**src/rtl/cfgl_pkg.sv**
```systemverilog
package cfgl_pkg;

  typedef enum logic [2:0] {
    ST_IDLE, ST_RSTP, ST_WRDY, ST_LOAD, ST_FIN, ST_INIT, ST_DONE, ST_ERR
  } cfgl_state_e;

  // half period (in system cycles) of the init clock so that it stays at or below max_mhz
  function automatic int unsigned uclk_half(input int unsigned sys_mhz, input int unsigned max_mhz);
    int unsigned h;
    h = (sys_mhz + 2 * max_mhz - 1) / (2 * max_mhz);
    return (h == 0) ? 1 : h;
  endfunction

  // configuration clock periods each byte is held for
  function automatic logic [2:0] beats_for(input logic comp);
    return comp ? 3'd4 : 3'd1;
  endfunction

endpackage

```
**src/rtl/cfgl_clkdiv.sv**
```systemverilog
module cfgl_clkdiv #(
  parameter int unsigned HALF = 1
) (
  input  logic clk,
  input  logic rst_n,
  input  logic run,
  output logic tick,
  output logic ph
);
  localparam int CW = (HALF > 1) ? $clog2(HALF) : 1;

  logic [CW-1:0] cnt;

  assign tick = run && (cnt == CW'(HALF - 1));

  always_ff @(posedge clk) begin
    if (!rst_n) begin
      cnt <= '0;
      ph  <= 1'b0;
    end else if (!run) begin
      cnt <= '0;
    end else if (tick) begin
      cnt <= '0;
      ph  <= !ph;
    end else begin
      cnt <= cnt + 1'b1;
    end
  end

  // a stopped divider never starts a pulse
  a_r6_stop_low: assert property (@(posedge clk) disable iff (!rst_n)
    (!run && !ph) |=> !ph);

endmodule

```
**src/rtl/cfgl_feeder.sv**
```systemverilog
module cfgl_feeder
  import cfgl_pkg::*;
#(
  parameter int unsigned DCLK_HALF = 2
) (
  input  logic       clk,
  input  logic       rst_n,
  input  logic       en,
  input  logic       comp,
  input  logic [7:0] src_data,
  input  logic       src_valid,
  input  logic       src_last,
  output logic       src_ready,
  output logic       dclk,
  output logic [7:0] data,
  output logic       ev_accept,
  output logic       ev_stream_end
);
  logic       loaded;
  logic [2:0] beats;
  logic       last_q;
  logic       d_tick;
  logic       d_ph;
  logic       d_run;
  logic       ev_fall;

  assign d_run = loaded || d_ph;

  cfgl_clkdiv #(.HALF(DCLK_HALF)) u_dclk (
    .clk  (clk),
    .rst_n(rst_n),
    .run  (d_run),
    .tick (d_tick),
    .ph   (d_ph)
  );

  assign dclk          = d_ph;
  assign src_ready     = en && !loaded;
  assign ev_accept     = src_ready && src_valid;
  assign ev_fall       = d_tick && d_ph && loaded;
  assign ev_stream_end = ev_fall && (beats == 3'd1) && last_q;

  always_ff @(posedge clk) begin
    if (!rst_n) begin
      loaded <= 1'b0;
      beats  <= '0;
      last_q <= 1'b0;
      data   <= '0;
    end else if (!en) begin
      loaded <= 1'b0;
    end else if (ev_accept) begin
      data   <= src_data;
      last_q <= src_last;
      beats  <= beats_for(comp);
      loaded <= 1'b1;
    end else if (ev_fall) begin
      beats <= beats - 1'b1;
      if (beats == 3'd1) loaded <= 1'b0;
    end
  end

  // bus is stable whenever the clock is high
  a_r3_data_hold: assert property (@(posedge clk) disable iff (!rst_n)
    dclk |-> $stable(data));
  // no handshake while a clock pulse is out
  a_r5_ready_low: assert property (@(posedge clk) disable iff (!rst_n)
    dclk |-> !src_ready);
  // nothing held means no new pulse
  a_r6_idle_low: assert property (@(posedge clk) disable iff (!rst_n)
    (!loaded && !dclk) |=> !dclk);

endmodule

```
**src/rtl/cfgl_ctrl.sv**
```systemverilog
module cfgl_ctrl
  import cfgl_pkg::*;
#(
  parameter int unsigned RST_CYC  = 8,
  parameter int unsigned INIT_CYC = 4436,
  parameter int unsigned TMO      = 20000
) (
  input  logic clk,
  input  logic rst_n,
  input  logic start,
  input  logic compress,
  input  logic use_user_init,
  input  logic tgt_status_n,
  input  logic tgt_done,
  input  logic tgt_init_done,
  input  logic ev_stream_end,
  input  logic u_rise,
  input  logic u_ph,
  output logic load_en,
  output logic comp_q,
  output logic uclk_on,
  output logic cfg_n,
  output logic busy,
  output logic ok,
  output logic fail
);
  localparam int RCW = $clog2(RST_CYC + 1);
  localparam int UCW = $clog2(INIT_CYC + 1);
  localparam int TCW = $clog2(TMO + 1);

  cfgl_state_e     state;
  logic [RCW-1:0]  rcnt;
  logic [UCW-1:0]  ucnt;
  logic [TCW-1:0]  tcnt;
  logic            user_q;
  logic            done_seen;
  logic            init_prev;
  logic            init_seen;
  logic            init_rise;
  logic            track_init;
  logic            go;
  logic            enough_clk;
  logic            success;

  assign init_rise  = tgt_init_done && !init_prev;
  assign track_init = state inside {ST_WRDY, ST_LOAD, ST_FIN, ST_INIT};
  assign go         = start && (state == ST_IDLE || state == ST_DONE);
  assign enough_clk = !user_q || ((ucnt == UCW'(INIT_CYC)) && !u_ph);
  assign success    = init_seen && enough_clk;

  assign load_en = (state == ST_LOAD);
  assign uclk_on = (state == ST_INIT) && user_q;
  assign cfg_n   = (state != ST_RSTP);
  assign busy    = !(state inside {ST_IDLE, ST_DONE, ST_ERR});
  assign ok      = (state == ST_DONE);
  assign fail    = (state == ST_ERR);

  always_ff @(posedge clk) begin
    if (!rst_n) begin
      state     <= ST_IDLE;
      rcnt      <= '0;
      ucnt      <= '0;
      tcnt      <= '0;
      comp_q    <= 1'b0;
      user_q    <= 1'b0;
      done_seen <= 1'b0;
      init_prev <= 1'b0;
      init_seen <= 1'b0;
    end else begin
      init_prev <= tgt_init_done;
      if (track_init && init_rise) init_seen <= 1'b1;
      if (tgt_done && (state inside {ST_LOAD, ST_FIN})) done_seen <= 1'b1;
      if (go) begin
        state     <= ST_RSTP;
        rcnt      <= '0;
        comp_q    <= compress;
        user_q    <= use_user_init;
        done_seen <= 1'b0;
        init_seen <= 1'b0;
      end else begin
        case (state)
          ST_RSTP: begin
            if (rcnt == RCW'(RST_CYC - 1)) state <= ST_WRDY;
            else rcnt <= rcnt + 1'b1;
          end
          ST_WRDY: if (tgt_status_n) state <= ST_LOAD;
          ST_LOAD: if (ev_stream_end) state <= ST_FIN;
          ST_FIN: begin
            tcnt  <= '0;
            ucnt  <= '0;
            state <= (done_seen || tgt_done) ? ST_INIT : ST_ERR;
          end
          ST_INIT: begin
            tcnt <= tcnt + 1'b1;
            if (u_rise && ucnt != UCW'(INIT_CYC)) ucnt <= ucnt + 1'b1;
            if (success) state <= ST_DONE;
            else if (tcnt == TCW'(TMO - 1)) state <= ST_ERR;
          end
          default: ;
        endcase
      end
    end
  end

  a_r12_fail_sticky: assert property (@(posedge clk) disable iff (!rst_n)
    fail |=> fail);
  a_r2_wait_ready: assert property (@(posedge clk) disable iff (!rst_n)
    (state == ST_WRDY && !tgt_status_n && !start) |=> (state == ST_WRDY));
  a_r8_no_done_err: assert property (@(posedge clk) disable iff (!rst_n)
    (state == ST_FIN && !done_seen && !tgt_done) |=> fail);
  a_r9_min_uclk: assert property (@(posedge clk) disable iff (!rst_n)
    ($rose(ok) && user_q) |-> (ucnt == UCW'(INIT_CYC)));
  a_r10_ok_after_init: assert property (@(posedge clk) disable iff (!rst_n)
    $rose(ok) |-> init_seen);

endmodule

```
**src/rtl/cfg_loader.sv**
```systemverilog
module cfg_loader
  import cfgl_pkg::*;
#(
  parameter int unsigned DCLK_HALF    = 2,
  parameter int unsigned SYS_MHZ      = 200,
  parameter int unsigned UCLK_MAX_MHZ = 100,
  parameter int unsigned RST_CYC      = 8,
  parameter int unsigned INIT_CYC     = 4436,
  parameter int unsigned TMO          = 20000
) (
  input  logic       clk,
  input  logic       rst_n,
  input  logic       start,
  input  logic       compress,
  input  logic       use_user_init,
  input  logic [7:0] src_data,
  input  logic       src_valid,
  input  logic       src_last,
  output logic       src_ready,
  output logic       tgt_cfg_n,
  input  logic       tgt_status_n,
  output logic       tgt_dclk,
  output logic [7:0] tgt_data,
  input  logic       tgt_done,
  input  logic       tgt_init_done,
  output logic       tgt_uclk,
  output logic       busy,
  output logic       ok,
  output logic       fail
);
  localparam int unsigned UHALF = uclk_half(SYS_MHZ, UCLK_MAX_MHZ);

  logic load_en;
  logic comp_q;
  logic uclk_on;
  logic ev_accept;
  logic ev_stream_end;
  logic u_tick;
  logic u_ph;
  logic u_rise;
  logic u_run;

  assign u_run    = uclk_on || u_ph;
  assign u_rise   = u_tick && !u_ph;
  assign tgt_uclk = u_ph;

  cfgl_ctrl #(.RST_CYC(RST_CYC), .INIT_CYC(INIT_CYC), .TMO(TMO)) u_ctrl (
    .clk          (clk),
    .rst_n        (rst_n),
    .start        (start),
    .compress     (compress),
    .use_user_init(use_user_init),
    .tgt_status_n (tgt_status_n),
    .tgt_done     (tgt_done),
    .tgt_init_done(tgt_init_done),
    .ev_stream_end(ev_stream_end),
    .u_rise       (u_rise),
    .u_ph         (u_ph),
    .load_en      (load_en),
    .comp_q       (comp_q),
    .uclk_on      (uclk_on),
    .cfg_n        (tgt_cfg_n),
    .busy         (busy),
    .ok           (ok),
    .fail         (fail)
  );

  cfgl_feeder #(.DCLK_HALF(DCLK_HALF)) u_feed (
    .clk          (clk),
    .rst_n        (rst_n),
    .en           (load_en),
    .comp         (comp_q),
    .src_data     (src_data),
    .src_valid    (src_valid),
    .src_last     (src_last),
    .src_ready    (src_ready),
    .dclk         (tgt_dclk),
    .data         (tgt_data),
    .ev_accept    (ev_accept),
    .ev_stream_end(ev_stream_end)
  );

  cfgl_clkdiv #(.HALF(UHALF)) u_uclk (
    .clk  (clk),
    .rst_n(rst_n),
    .run  (u_run),
    .tick (u_tick),
    .ph   (u_ph)
  );

  // handshakes only happen while loading with the clock low
  a_r5_accept_phase: assert property (@(posedge clk) disable iff (!rst_n)
    ev_accept |-> (load_en && !tgt_dclk));
  // init clock silent unless selected
  a_r9_uclk_off: assert property (@(posedge clk) disable iff (!rst_n)
    (!uclk_on && !u_ph) |=> !tgt_uclk);

endmodule

```
**config.mk**
```make
export PLATFORM = sky130hd
export DESIGN_NAME = cfg_loader
export DESIGN_NICKNAME = d
export VERILOG_FILES = /design/src/rtl/cfgl_pkg.sv /design/src/rtl/cfgl_clkdiv.sv /design/src/rtl/cfgl_feeder.sv /design/src/rtl/cfgl_ctrl.sv /design/src/rtl/cfg_loader.sv
export SDC_FILE = /design/constraint.sdc
export NUM_CORES = 1
export LEC_CHECK = 0
export ABC_AREA = 1
export BUFFER_PORTS_ARGS = -buffer_cell sky130_fd_sc_hd__buf_2
export CAP_MARGIN = 40
export CORE_ASPECT_RATIO = 0.6
export CORE_MARGIN = 2
export CORE_UTILIZATION = 50
export CTS_BUF_LIST = sky130_fd_sc_hd__clkbuf_8
export DETAILED_ROUTE_END_ITERATION = 8
export PLACE_DENSITY = 0.83
export SETUP_SLACK_MARGIN = 0.3
export SKIP_CTS_REPAIR_TIMING = 1
export SYNTH_ARGS = -nofsm -noshare
export SYNTH_HDL_FRONTEND = slang
export SYNTH_SLANG_ARGS = --single-unit
```
**constraint.sdc**
```tcl
create_clock -name clk -period 1.4 [get_ports clk]
set_input_delay 0.14 -clock clk [delete_from_list [all_inputs] [get_ports clk]]
set_output_delay 0.14 -clock clk [all_outputs]
set_load 0.01 [all_outputs]
```
==> results of run 1 <==
## power by group through the flow
stage | combinational [mW] | clock [mW] | sequential (mW)
2_1_floorplan | 0.714 | 0 | 1.88
3_3_place_gp | 1.14 | 0 | 1.87
3_5_place_dp | 1.18 | 0 | 1.88
4_1_cts | 1.21 | 1.57 | 1.85
5_1_grt | 2.14 | 1.69 | 1.87
6_report | 2.07 | 1.63 | 1.87
## registers in the layout, summed over array words and instances (netlist names), 3 cells and up
register      flops
u_ctrl.rcnt       4
u_ctrl.state      3
u_ctrl.tcnt      15
u_ctrl.ucnt      13
u_feed.beats      3
u_feed.data       8
## kinds of logic (layout without fill, tap and decap cells)
group,after synthesis,count (layout)
AO/OA/AOI/OAI,74,74
XOR/XNOR,6,6
adder cells (fa/ha/maj),6,6
buffers and inverters,59,186
flip-flops,57,57
other,1,1
AND/OR/NAND/NOR,219,220
## worst min-delay path by stage
stage	from	to	cells after the start
finish	tgt_init_done	u_ctrl.init_prev$_SDFF_PN0_	3
global route	tgt_init_done	u_ctrl.init_prev$_SDFF_PN0_	3
detailed placement	tgt_init_done	u_ctrl.init_prev$_SDFF_PN0_	3
floorplan	tgt_init_done	u_ctrl.init_prev$_SDFF_PN0_	2
global placement	tgt_init_done	u_ctrl.init_prev$_SDFF_PN0_	3
CTS	tgt_init_done	u_ctrl.init_prev$_SDFF_PN0_	3
## cell usage after synthesis (all sizes together)
cell | count | area [um^2]
dfxtp | 57 | 1141
a21oi | 47 | 239.0
clkinv | 1 | 3.750
a221oi | 1 | 8.760
nand2 | 112 | 444.2
o211ai | 1 | 7.510
nand4 | 7 | 43.79
nor4 | 1 | 6.260
inv | 49 | 186.4
o22ai | 1 | 6.260
a31oi | 1 | 6.260
xor2 | 4 | 35.03
nor3b | 1 | 7.510
nor2 | 53 | 216.5
conb | 1 | 3.750
or2 | 7 | 43.79
o31ai | 2 | 15.01
buf | 6 | 42.53
nand3 | 19 | 110.1
xnor2 | 2 | 17.52
clkbuf | 3 | 11.26
nand3b | 2 | 15.01
o21ai | 19 | 98.85
o21a | 1 | 7.510
nor3 | 17 | 95.09
ha | 6 | 75.07
a211oi | 1 | 7.510
## cell usage in the layout (no fill, tap or decap), drive strengths merged, types with 2 or more instances in the layout
master,count
nor3,17
xnor2,2
ha,6
nor2,53
nand2,113
or2,7
nand3b,2
a21oi,47
inv,48
buf,118
clkinv,5
dfxtp,57
o31ai,2
o21ai,19
clkbuf,13
nand3,19
nand4,7
xor2,4
## worst max-delay path, stage by stage, from the launching register on
cell and delay (ns):
sky130_fd_sc_hd__dfxtp_2 0.37, sky130_fd_sc_hd__nand2_1 0.08, sky130_fd_sc_hd__inv_1 0.10, sky130_fd_sc_hd__nand2_1 0.14
sky130_fd_sc_hd__nor2_1 0.16, sky130_fd_sc_hd__nand3_1 0.11, sky130_fd_sc_hd__nand2_1 0.16, sky130_fd_sc_hd__nand2_2 0.11
sky130_fd_sc_hd__nand2_4 0.11, sky130_fd_sc_hd__nand2_4 0.07, sky130_fd_sc_hd__nand2_2 0.06, sky130_fd_sc_hd__nand2_1 0.05
sky130_fd_sc_hd__nor2_1 0.12, sky130_fd_sc_hd__nor2_1 0.06
## final cells by class
| cell class | instances | area [um^2] |
|---|---|---|
| clock buffer | 11 | 151.4 |
| fill | 257 | 725.7 |
| inverter | 50 | 236.5 |
| tap | 80 | 100.1 |
| timing repair buffer | 120 | 1005 |
| multi-input combinational | 307 | 2135 |
| sequential | 57 | 1170 |
| clock inverter | 5 | 47.55 |
## routing by layer
layer / GRT usage, % / up-vias
met5: 0 / -
met4: 12.50 / 0
met3: 8.949 / 158
met2: 45.64 / 386
met1: 34.21 / 1798
li1: - / 1611
==> impl_metrics.prom, run 1 <==
# TYPE chip_impl_metric gauge
chip_impl_info{name="status",value="complete, but fails checks"} 1
chip_impl_info{name="violated_checks",value="negative hold slack, negative setup slack"} 1
chip_impl_metric{name="nets",unit=""} 569
chip_impl_metric{name="timing.clock.skew",unit="ns"} 0.01559
chip_impl_metric{name="placedInstanceArea",unit="um^2"} 3741
chip_impl_metric{name="wl_met3",unit="mm"} 1.541
chip_impl_metric{name="drt_iter0_markers",unit=""} 515
chip_impl_metric{name="postSynthRegisterBits",unit=""} 57
chip_impl_metric{name="first_global_vias",unit=""} 3200
chip_impl_metric{name="max_cap_violations",unit=""} 0
chip_impl_metric{name="fin_cells",unit=""} 630
chip_impl_metric{name="post-route-cell-area",unit="um^2"} 4845
chip_impl_metric{name="synth_seq_area_share",unit="%"} 39.41
chip_impl_metric{name="cts.sink_count",unit=""} 57
chip_impl_metric{name="complex_gate_fraction_of_the_synthesized_area",unit="%"} 13.70
chip_impl_info{name="critical_path.startpoint",value="u_ctrl.ucnt[6]$_SDFFE_PN0P_"} 1
chip_impl_metric{name="synthAdderAreaFrac",unit="%"} 2.593
chip_impl_info{name="worstSetupPathType",value="reg2reg"} 1
chip_impl_metric{name="rrSetupSlack",unit="ns"} -0.41
chip_impl_info{name="critical_path_destination",value="u_ctrl.state[0]$_SDFFE_PN0P_"} 1
chip_impl_metric{name="route.met2.wl",unit="mm"} 6.015
chip_impl_metric{name="synth_nets",unit=""} 446
chip_impl_metric{name="part_of_the_total_power_dissipated_in_combinational_logic",unit="%"} 37.2
chip_impl_metric{name="r2r_cells",unit=""} 13
chip_impl_metric{name="pwr-share-seq",unit="%"} 33.6
chip_impl_metric{name="post-route-period-util",unit="%"} 129.3
chip_impl_metric{name="placed_wire_length_estimate_after_detailed_placement",unit="mm"} 6.227
chip_impl_metric{name="place_ws",unit="ns"} -0.2532
chip_impl_metric{name="route.final.wire_length",unit="mm"} 13.38
chip_impl_metric{name="drt-wirelength-per-cell",unit="um"} 21.23
chip_impl_info{name="tritoncts",value="yes"} 1
chip_impl_metric{name="post_drt_via_cell_ratio",unit=""} 6.275
chip_impl_metric{name="muxShareOfSynthArea",unit="%"} 0
chip_impl_info{name="timing.critical_path.from_type",value="flop"} 1
chip_impl_metric{name="final_antenna_diode_count",unit=""} 0
chip_impl_metric{name="design_power_total",unit="mW"} 5.565
chip_impl_metric{name="post_synth_xor_area_fraction",unit="%"} 1.815
chip_impl_metric{name="p_leak",unit="nW"} 1.933
chip_impl_metric{name="internal_power",unit="mW"} 3.533
chip_impl_metric{name="totalNegativeSetupSlack",unit="ns"} -10.53
chip_impl_info{name="hold_path_class",value="in2reg"} 1
chip_impl_metric{name="detail_route.first_pass.iterations",unit=""} 6
chip_impl_metric{name="dieArea",unit="um^2"} 6436
chip_impl_metric{name="largest_net_degree_at_the_start_of_global_routing",unit=""} 15
chip_impl_metric{name="synthSimpleGateAreaFrac",unit="%"} 33.92
chip_impl_metric{name="first_pass_grt_wire_length",unit="mm"} 14.15
chip_impl_metric{name="ir_drop",unit="mV"} 1.119
chip_impl_metric{name="std_cell_rows",unit=""} 21
chip_impl_metric{name="worstMarginPinSlew",unit="ns"} 0.5366
chip_impl_metric{name="finalHoldViolations",unit=""} 1
chip_impl_metric{name="fmax",unit="MHz"} 552.6
chip_impl_metric{name="yosys.cell_types.count",unit=""} 43
chip_impl_metric{name="synthesis.area",unit="um^2"} 2895
chip_impl_metric{name="p_sw",unit="mW"} 2.032
chip_impl_metric{name="antenna_found_initial",unit=""} 0
chip_impl_metric{name="globalRouteTotalUtil",unit="%"} 28.20
chip_impl_metric{name="ctsHtreeMaxLevel",unit=""} 3
chip_impl_metric{name="cp_max_fo",unit=""} 4
chip_impl_metric{name="placement.io_buffers",unit=""} 32
chip_impl_metric{name="clkLatencyLatePin",unit="ns"} 0.37
chip_impl_metric{name="floorplan.initialDensity",unit="%"} 51.98
chip_impl_metric{name="yosysWarnings",unit=""} 0
chip_impl_info{name="worstReg2RegStart",value="u_ctrl.ucnt[6]$_SDFFE_PN0P_"} 1
chip_impl_metric{name="cp_data_arrival_time",unit="ns"} 2.08
chip_impl_info{name="route.top_layer_used",value="met4"} 1
chip_impl_metric{name="hold_ws",unit="ns"} -0.007032
chip_impl_metric{name="clock_path_buffers",unit=""} 2
chip_impl_metric{name="die_height",unit="um"} 62.95
chip_impl_metric{name="layout-area-overhead-vs-synth",unit="%"} 67.33
chip_impl_info{name="grt_setup_unrepaired",value="true"} 1
chip_impl_metric{name="post_synth_inst_count",unit=""} 422
chip_impl_metric{name="power_density",unit="nW/um^2"} 1149
chip_impl_metric{name="synth_area_per_cell",unit="um^2"} 6.861
chip_impl_metric{name="antenna_violating_nets_post_route",unit=""} 0
chip_impl_metric{name="cts-buffers-inserted",unit=""} 9
chip_impl_metric{name="timing.final.setup_violations",unit=""} 50
chip_impl_metric{name="ios",unit=""} 33
chip_impl_metric{name="swShare",unit="%"} 36.52
chip_impl_metric{name="place.gp.congestion",unit=""} 0.8724
chip_impl_metric{name="final_layout_size_suffix_gt1_share",unit="%"} 52.36
chip_impl_metric{name="cp.required",unit="ns"} 1.67
chip_impl_metric{name="headroom_to_the_max_slew_limit",unit="%"} 63.95
chip_impl_metric{name="clkTransAtPathRegs",unit="ns"} 0.08
chip_impl_metric{name="wl_met1",unit="mm"} 4.664
chip_impl_metric{name="final_core_utilization",unit="%"} 86.97
chip_impl_info{name="clock_tree.root_cell",value="sky130_fd_sc_hd__clkbuf_8"} 1
chip_impl_info{name="r2r_end",value="u_ctrl.state[0]$_SDFFE_PN0P_"} 1
chip_impl_metric{name="post-route-min-period",unit="ns"} 1.810
chip_impl_metric{name="die_w",unit="um"} 102.2
chip_impl_metric{name="core_area",unit="um^2"} 5570
chip_impl_metric{name="drv_slew",unit=""} 0
chip_impl_info{name="synth_top_family_by_area",value="simple AND/OR/NAND/NOR gates"} 1
chip_impl_metric{name="postLayoutSetupSlackWorst",unit="ns"} -0.4098
chip_impl_metric{name="vias",unit=""} 3953
chip_impl_metric{name="instance_count_after_placement_with_tap_cells_included",unit=""} 588
chip_impl_metric{name="power.share.clock",unit="%"} 29.3
chip_impl_info{name="critical_path_end_type",value="flop"} 1
chip_impl_metric{name="drc_errors",unit=""} 0
chip_impl_metric{name="globalRouteOverflowTotal",unit=""} 0
Power figures use the tool's default switching activity.
==> run 2: changes to the inputs <==
--- a/config.mk
+++ b/config.mk
@@ -5,7 +5,6 @@
 export SDC_FILE = /design/constraint.sdc
 export NUM_CORES = 1
 export LEC_CHECK = 0
-export ABC_AREA = 1
 export BUFFER_PORTS_ARGS = -buffer_cell sky130_fd_sc_hd__buf_2
 export CAP_MARGIN = 40
 export CORE_ASPECT_RATIO = 0.6
==> run 2 against run 1 <==
The run ends with negative setup slack left. Total power fell by 33%. Area after synthesis shrank 8.3%. Via count decreased by 20%. Clock power up 12%. Utilization rose by 0.39 points. Cell count is 18% lower. Clock skew down 0.0038 ns.
==> impl_metrics.prom, run 2 <==
# TYPE chip_impl_metric gauge
chip_impl_metric{name="r2r_cells",unit=""} 6
chip_impl_metric{name="number_of_flip_flops_in_the_largest_register",unit=""} 15
chip_impl_metric{name="synthesis.area",unit="um^2"} 2654
chip_impl_metric{name="internal_power",unit="mW"} 2.836
chip_impl_metric{name="ctsHtreeMaxLevel",unit=""} 3
chip_impl_metric{name="swShare",unit="%"} 23.50
chip_impl_info{name="largest-register",value="u_ctrl.tcnt"} 1
chip_impl_metric{name="yosys.area.top_type_share",unit="%"} 43.00
chip_impl_metric{name="placed_wire_length_estimate_after_detailed_placement",unit="mm"} 5.002
chip_impl_metric{name="drt-wirelength-per-cell",unit="um"} 22.37
chip_impl_info{name="status",value="complete, but fails checks"} 1
chip_impl_metric{name="placedInstanceArea",unit="um^2"} 3481
chip_impl_metric{name="ir_drop",unit="mV"} 1.050
chip_impl_metric{name="final_layout_size_suffix_gt1_share",unit="%"} 52.46
chip_impl_info{name="grt_setup_unrepaired",value="true"} 1
chip_impl_metric{name="drt_iter0_markers",unit=""} 317
chip_impl_info{name="yosys.area.top_type",value="sky130_fd_sc_hd__dfxtp_1"} 1
chip_impl_metric{name="post_synth_inst_count",unit=""} 319
chip_impl_metric{name="cp_max_fo",unit=""} 4
chip_impl_metric{name="synth_enable_flop_cells",unit=""} 0
chip_impl_metric{name="power.share.clock",unit="%"} 49.1
chip_impl_metric{name="first_pass_grt_wire_length",unit="mm"} 11.91
chip_impl_metric{name="fmax",unit="MHz"} 540.2
chip_impl_metric{name="place_ws",unit="ns"} -0.2994
chip_impl_metric{name="drc_errors",unit=""} 0
chip_impl_metric{name="postLayoutSetupSlackWorst",unit="ns"} -0.4513
chip_impl_info{name="biggestRegsByFlops",value="u_ctrl.tcnt (15), u_ctrl.ucnt (13), u_feed.data (8)"} 1
chip_impl_metric{name="clkTransAtPathRegs",unit="ns"} 0.07
chip_impl_metric{name="part_of_the_total_power_dissipated_in_combinational_logic",unit="%"} 6.7
chip_impl_metric{name="rrSetupSlack",unit="ns"} -0.45
chip_impl_metric{name="design_power_total",unit="mW"} 3.707
chip_impl_metric{name="globalRouteOverflowTotal",unit=""} 0
chip_impl_metric{name="pwr-share-seq",unit="%"} 44.2
chip_impl_metric{name="yosys.cell_types.count",unit=""} 45
chip_impl_metric{name="globalRouteTotalUtil",unit="%"} 26.27
chip_impl_info{name="synth_ff_type",value="sky130_fd_sc_hd__dfxtp_1"} 1
chip_impl_metric{name="clock_path_buffers",unit=""} 2
chip_impl_metric{name="cts.sink_count",unit=""} 57
chip_impl_info{name="hold_path_class",value="in2reg"} 1
chip_impl_metric{name="post-route-min-period",unit="ns"} 1.851
chip_impl_metric{name="totalNegativeSetupSlack",unit="ns"} -13.15
chip_impl_info{name="synth_commonest_cells",value="57 x sky130_fd_sc_hd__dfxtp_1, 47 x sky130_fd_sc_hd__nor2_1, 38 x sky130_fd_sc_hd__nand2_1"} 1
chip_impl_metric{name="max_cap_violations",unit=""} 0
chip_impl_metric{name="post_drt_via_cell_ratio",unit=""} 6.125
chip_impl_metric{name="timing.final.setup_violations",unit=""} 57
chip_impl_metric{name="floorplan.initialDensity",unit="%"} 52.24
chip_impl_metric{name="dieArea",unit="um^2"} 5925
chip_impl_metric{name="vias",unit=""} 3148
chip_impl_metric{name="min_path_cells",unit=""} 3
chip_impl_info{name="tritoncts",value="yes"} 1
chip_impl_metric{name="p_leak",unit="nW"} 1.813
chip_impl_info{name="timing.critical_path.from_type",value="flop"} 1
chip_impl_metric{name="synth_nets",unit=""} 343
chip_impl_metric{name="synth_seq_area_share",unit="%"} 43.00
chip_impl_metric{name="std_cell_rows",unit=""} 20
chip_impl_metric{name="core_area",unit="um^2"} 5080
chip_impl_metric{name="layout-area-overhead-vs-synth",unit="%"} 67.23
chip_impl_metric{name="power_density",unit="nW/um^2"} 835.3
chip_impl_metric{name="die_w",unit="um"} 98.06
chip_impl_info{name="ys_top_cells_by_area",value="sky130_fd_sc_hd__dfxtp_1 43%, sky130_fd_sc_hd__nor2_1 6.6%, sky130_fd_sc_hd__nand2_1 5.4%, sky130_fd_sc_hd__xor2_1 5.3%, sky130_fd_sc_hd__a21oi_1 4.3%"} 1
chip_impl_metric{name="async_flop_share",unit="%"} 0
chip_impl_info{name="worstReg2RegStart",value="u_ctrl.state[2]$_SDFFE_PP0P_"} 1
chip_impl_info{name="count_leader_synth",value="sky130_fd_sc_hd__dfxtp_1"} 1
chip_impl_info{name="clock_tree.root_cell",value="sky130_fd_sc_hd__clkbuf_8"} 1
chip_impl_metric{name="die_height",unit="um"} 60.43
chip_impl_metric{name="final_core_utilization",unit="%"} 87.36
chip_impl_metric{name="finalHoldViolations",unit=""} 0
chip_impl_metric{name="largest_net_degree_at_the_start_of_global_routing",unit=""} 24
chip_impl_info{name="worstSetupPathType",value="reg2reg"} 1
chip_impl_metric{name="route.final.wire_length",unit="mm"} 11.50
chip_impl_metric{name="synth_area_per_cell",unit="um^2"} 8.319
chip_impl_metric{name="postSynthRegisterBits",unit=""} 57
chip_impl_metric{name="cp.required",unit="ns"} 1.65
chip_impl_info{name="r2r_end",value="u_feed.beats[2]$_SDFFE_PN0P_"} 1
chip_impl_metric{name="detail_route.first_pass.iterations",unit=""} 5
chip_impl_info{name="hold_path_end",value="u_feed.data[6]$_SDFFE_PN0P_"} 1
chip_impl_metric{name="timing.clock.skew",unit="ns"} 0.01175
chip_impl_metric{name="p_sw",unit="mW"} 0.8710
chip_impl_metric{name="ios",unit=""} 33
chip_impl_metric{name="clkLatencyLatePin",unit="ns"} 0.36
chip_impl_metric{name="cts-buffers-inserted",unit=""} 9
chip_impl_metric{name="antenna_violating_nets_post_route",unit=""} 0
chip_impl_metric{name="post-route-period-util",unit="%"} 132.2
chip_impl_metric{name="placement.io_buffers",unit=""} 32
chip_impl_info{name="critical_path_end_type",value="flop"} 1
chip_impl_metric{name="drv_slew",unit=""} 0
chip_impl_metric{name="final_antenna_diode_count",unit=""} 0
chip_impl_metric{name="yosysWarnings",unit=""} 0
chip_impl_info{name="violated_checks",value="negative setup slack"} 1
chip_impl_info{name="holdCritStartpoint",value="src_data[6]"} 1
chip_impl_metric{name="cp_data_arrival_time",unit="ns"} 2.11
chip_impl_metric{name="nets",unit=""} 467
chip_impl_metric{name="first_global_vias",unit=""} 2611
chip_impl_metric{name="place.gp.congestion",unit=""} 0.9456
chip_impl_metric{name="post-route-cell-area",unit="um^2"} 4438
chip_impl_info{name="layout.cells.most_common",value="sky130_fd_sc_hd__buf_4"} 1
chip_impl_info{name="mostFrequentLayoutCells",value="60 x sky130_fd_sc_hd__buf_4, 44 x sky130_fd_sc_hd__dfxtp_1, 35 x sky130_fd_sc_hd__nor2_1"} 1
chip_impl_metric{name="antenna_found_initial",unit=""} 0
==> run 2: cell types whose count changed in the layout (fill, tap and decap cells not counted), moves of 6 or more <==
| cell | delta |
|---|---|
| sky130_fd_sc_hd__o21ai_1 | -7 |
| sky130_fd_sc_hd__inv_1 | -26 |
| sky130_fd_sc_hd__nand2_2 | -19 |
| sky130_fd_sc_hd__nand2_1 | -47 |
| sky130_fd_sc_hd__a21oi_2 | -19 |
| sky130_fd_sc_hd__nor3_1 | -9 |
| sky130_fd_sc_hd__nand2_4 | -6 |
| sky130_fd_sc_hd__buf_6 | +15 |
| sky130_fd_sc_hd__or3_1 | +6 |
| sky130_fd_sc_hd__xor2_1 | +9 |
| sky130_fd_sc_hd__nor2_4 | -11 |
| sky130_fd_sc_hd__inv_2 | -6 |
==> run 2: worst max-delay path, cell delays in order (launching register included) <==
cell,delay (ns)
sky130_fd_sc_hd__dfxtp_4,0.39
sky130_fd_sc_hd__nand3b_1,0.27
sky130_fd_sc_hd__buf_4,0.20
sky130_fd_sc_hd__or3_4,0.41
sky130_fd_sc_hd__nor2_4,0.10
sky130_fd_sc_hd__xnor2_1,0.07
sky130_fd_sc_hd__a211oi_1,0.30
==> run 2: through the flow <==
step / std cells / hold WS [ns]
after CTS: 492 / 0.03034
after global placement: 476 / 0.3652
after detailed placement: 476 / 0.3814
after floorplan: 319 / 0.2575
final: 514 / 0.03303
after global routing: 514 / 0.03838
==> run 2: worst max path at each step <==
stage | startpoint | to | slack, ns | depth (start not counted)
floorplan | u_uclk.ph$_SDFFE_PN0P_ | u_ctrl.ucnt[12]$_SDFFE_PN0P_ | -0.21 | 5
global placement | u_uclk.cnt$_SDFF_PP0_ | u_ctrl.ucnt[12]$_SDFFE_PN0P_ | -0.24 | 5
finish | u_ctrl.state[2]$_SDFFE_PP0P_ | u_feed.beats[2]$_SDFFE_PN0P_ | -0.45 | 6
global route | u_ctrl.ucnt[9]$_SDFFE_PN0P_ | u_ctrl.ucnt[3]$_SDFFE_PN0P_ | -0.55 | 6
detailed placement | u_uclk.cnt$_SDFF_PP0_ | u_ctrl.ucnt[12]$_SDFFE_PN0P_ | -0.30 | 5
CTS | u_uclk.cnt$_SDFF_PP0_ | u_ctrl.ucnt[12]$_SDFFE_PN0P_ | -0.44 | 5
==> run 2: routing by layer <==
layer	track usage (%)	up-vias	wire length (um)	part of all wire [%]
li1	-	1348	-	-
met5	0	-	0	0
met3	8.525	73	1044	9.1
met2	44.23	228	5394	47
met1	31.41	1499	4454	39
met4	12.90	0	604	5.3
==> run 2: cell families (layout without fill, tap and decap cells) <==
family / after synthesis / count (layout) / share of synthesized area [%]
other cells: 1 / 1 / 0.1413
buf+inv: 25 / 154 / 4.007
flops: 57 / 57 / 43.00
compound gates: 47 / 47 / 10.61
simple gates: 154 / 154 / 29.52
xor+xnor: 24 / 24 / 7.921
fa+ha+maj: 6 / 6 / 2.829
mux: 5 / 5 / 1.980
==> run 2: area by class of cell <==
cell class / instances / area, um^2
fill: 209 / 641.9
inverter: 12 / 45.04
timing repair buffer: 126 / 1079
tap: 66 / 82.58
clock inverter: 5 / 77.57
sequential: 57 / 1167
clock buffer: 11 / 151.4
multi-input combinational: 237 / 1836
==> run 2: power groups by stage <==
| stage | Clock [mW] | Sequential (mW) | Combinational (mW) |
|---|---|---|---|
| 2_1_floorplan | 0 | 1.67 | 0.0911 |
| 3_3_place_gp | 0 | 1.68 | 0.148 |
| 3_5_place_dp | 0 | 1.68 | 0.151 |
| 4_1_cts | 1.77 | 1.64 | 0.155 |
| 5_1_grt | 1.88 | 1.64 | 0.256 |
| 6_report | 1.82 | 1.64 | 0.249 |
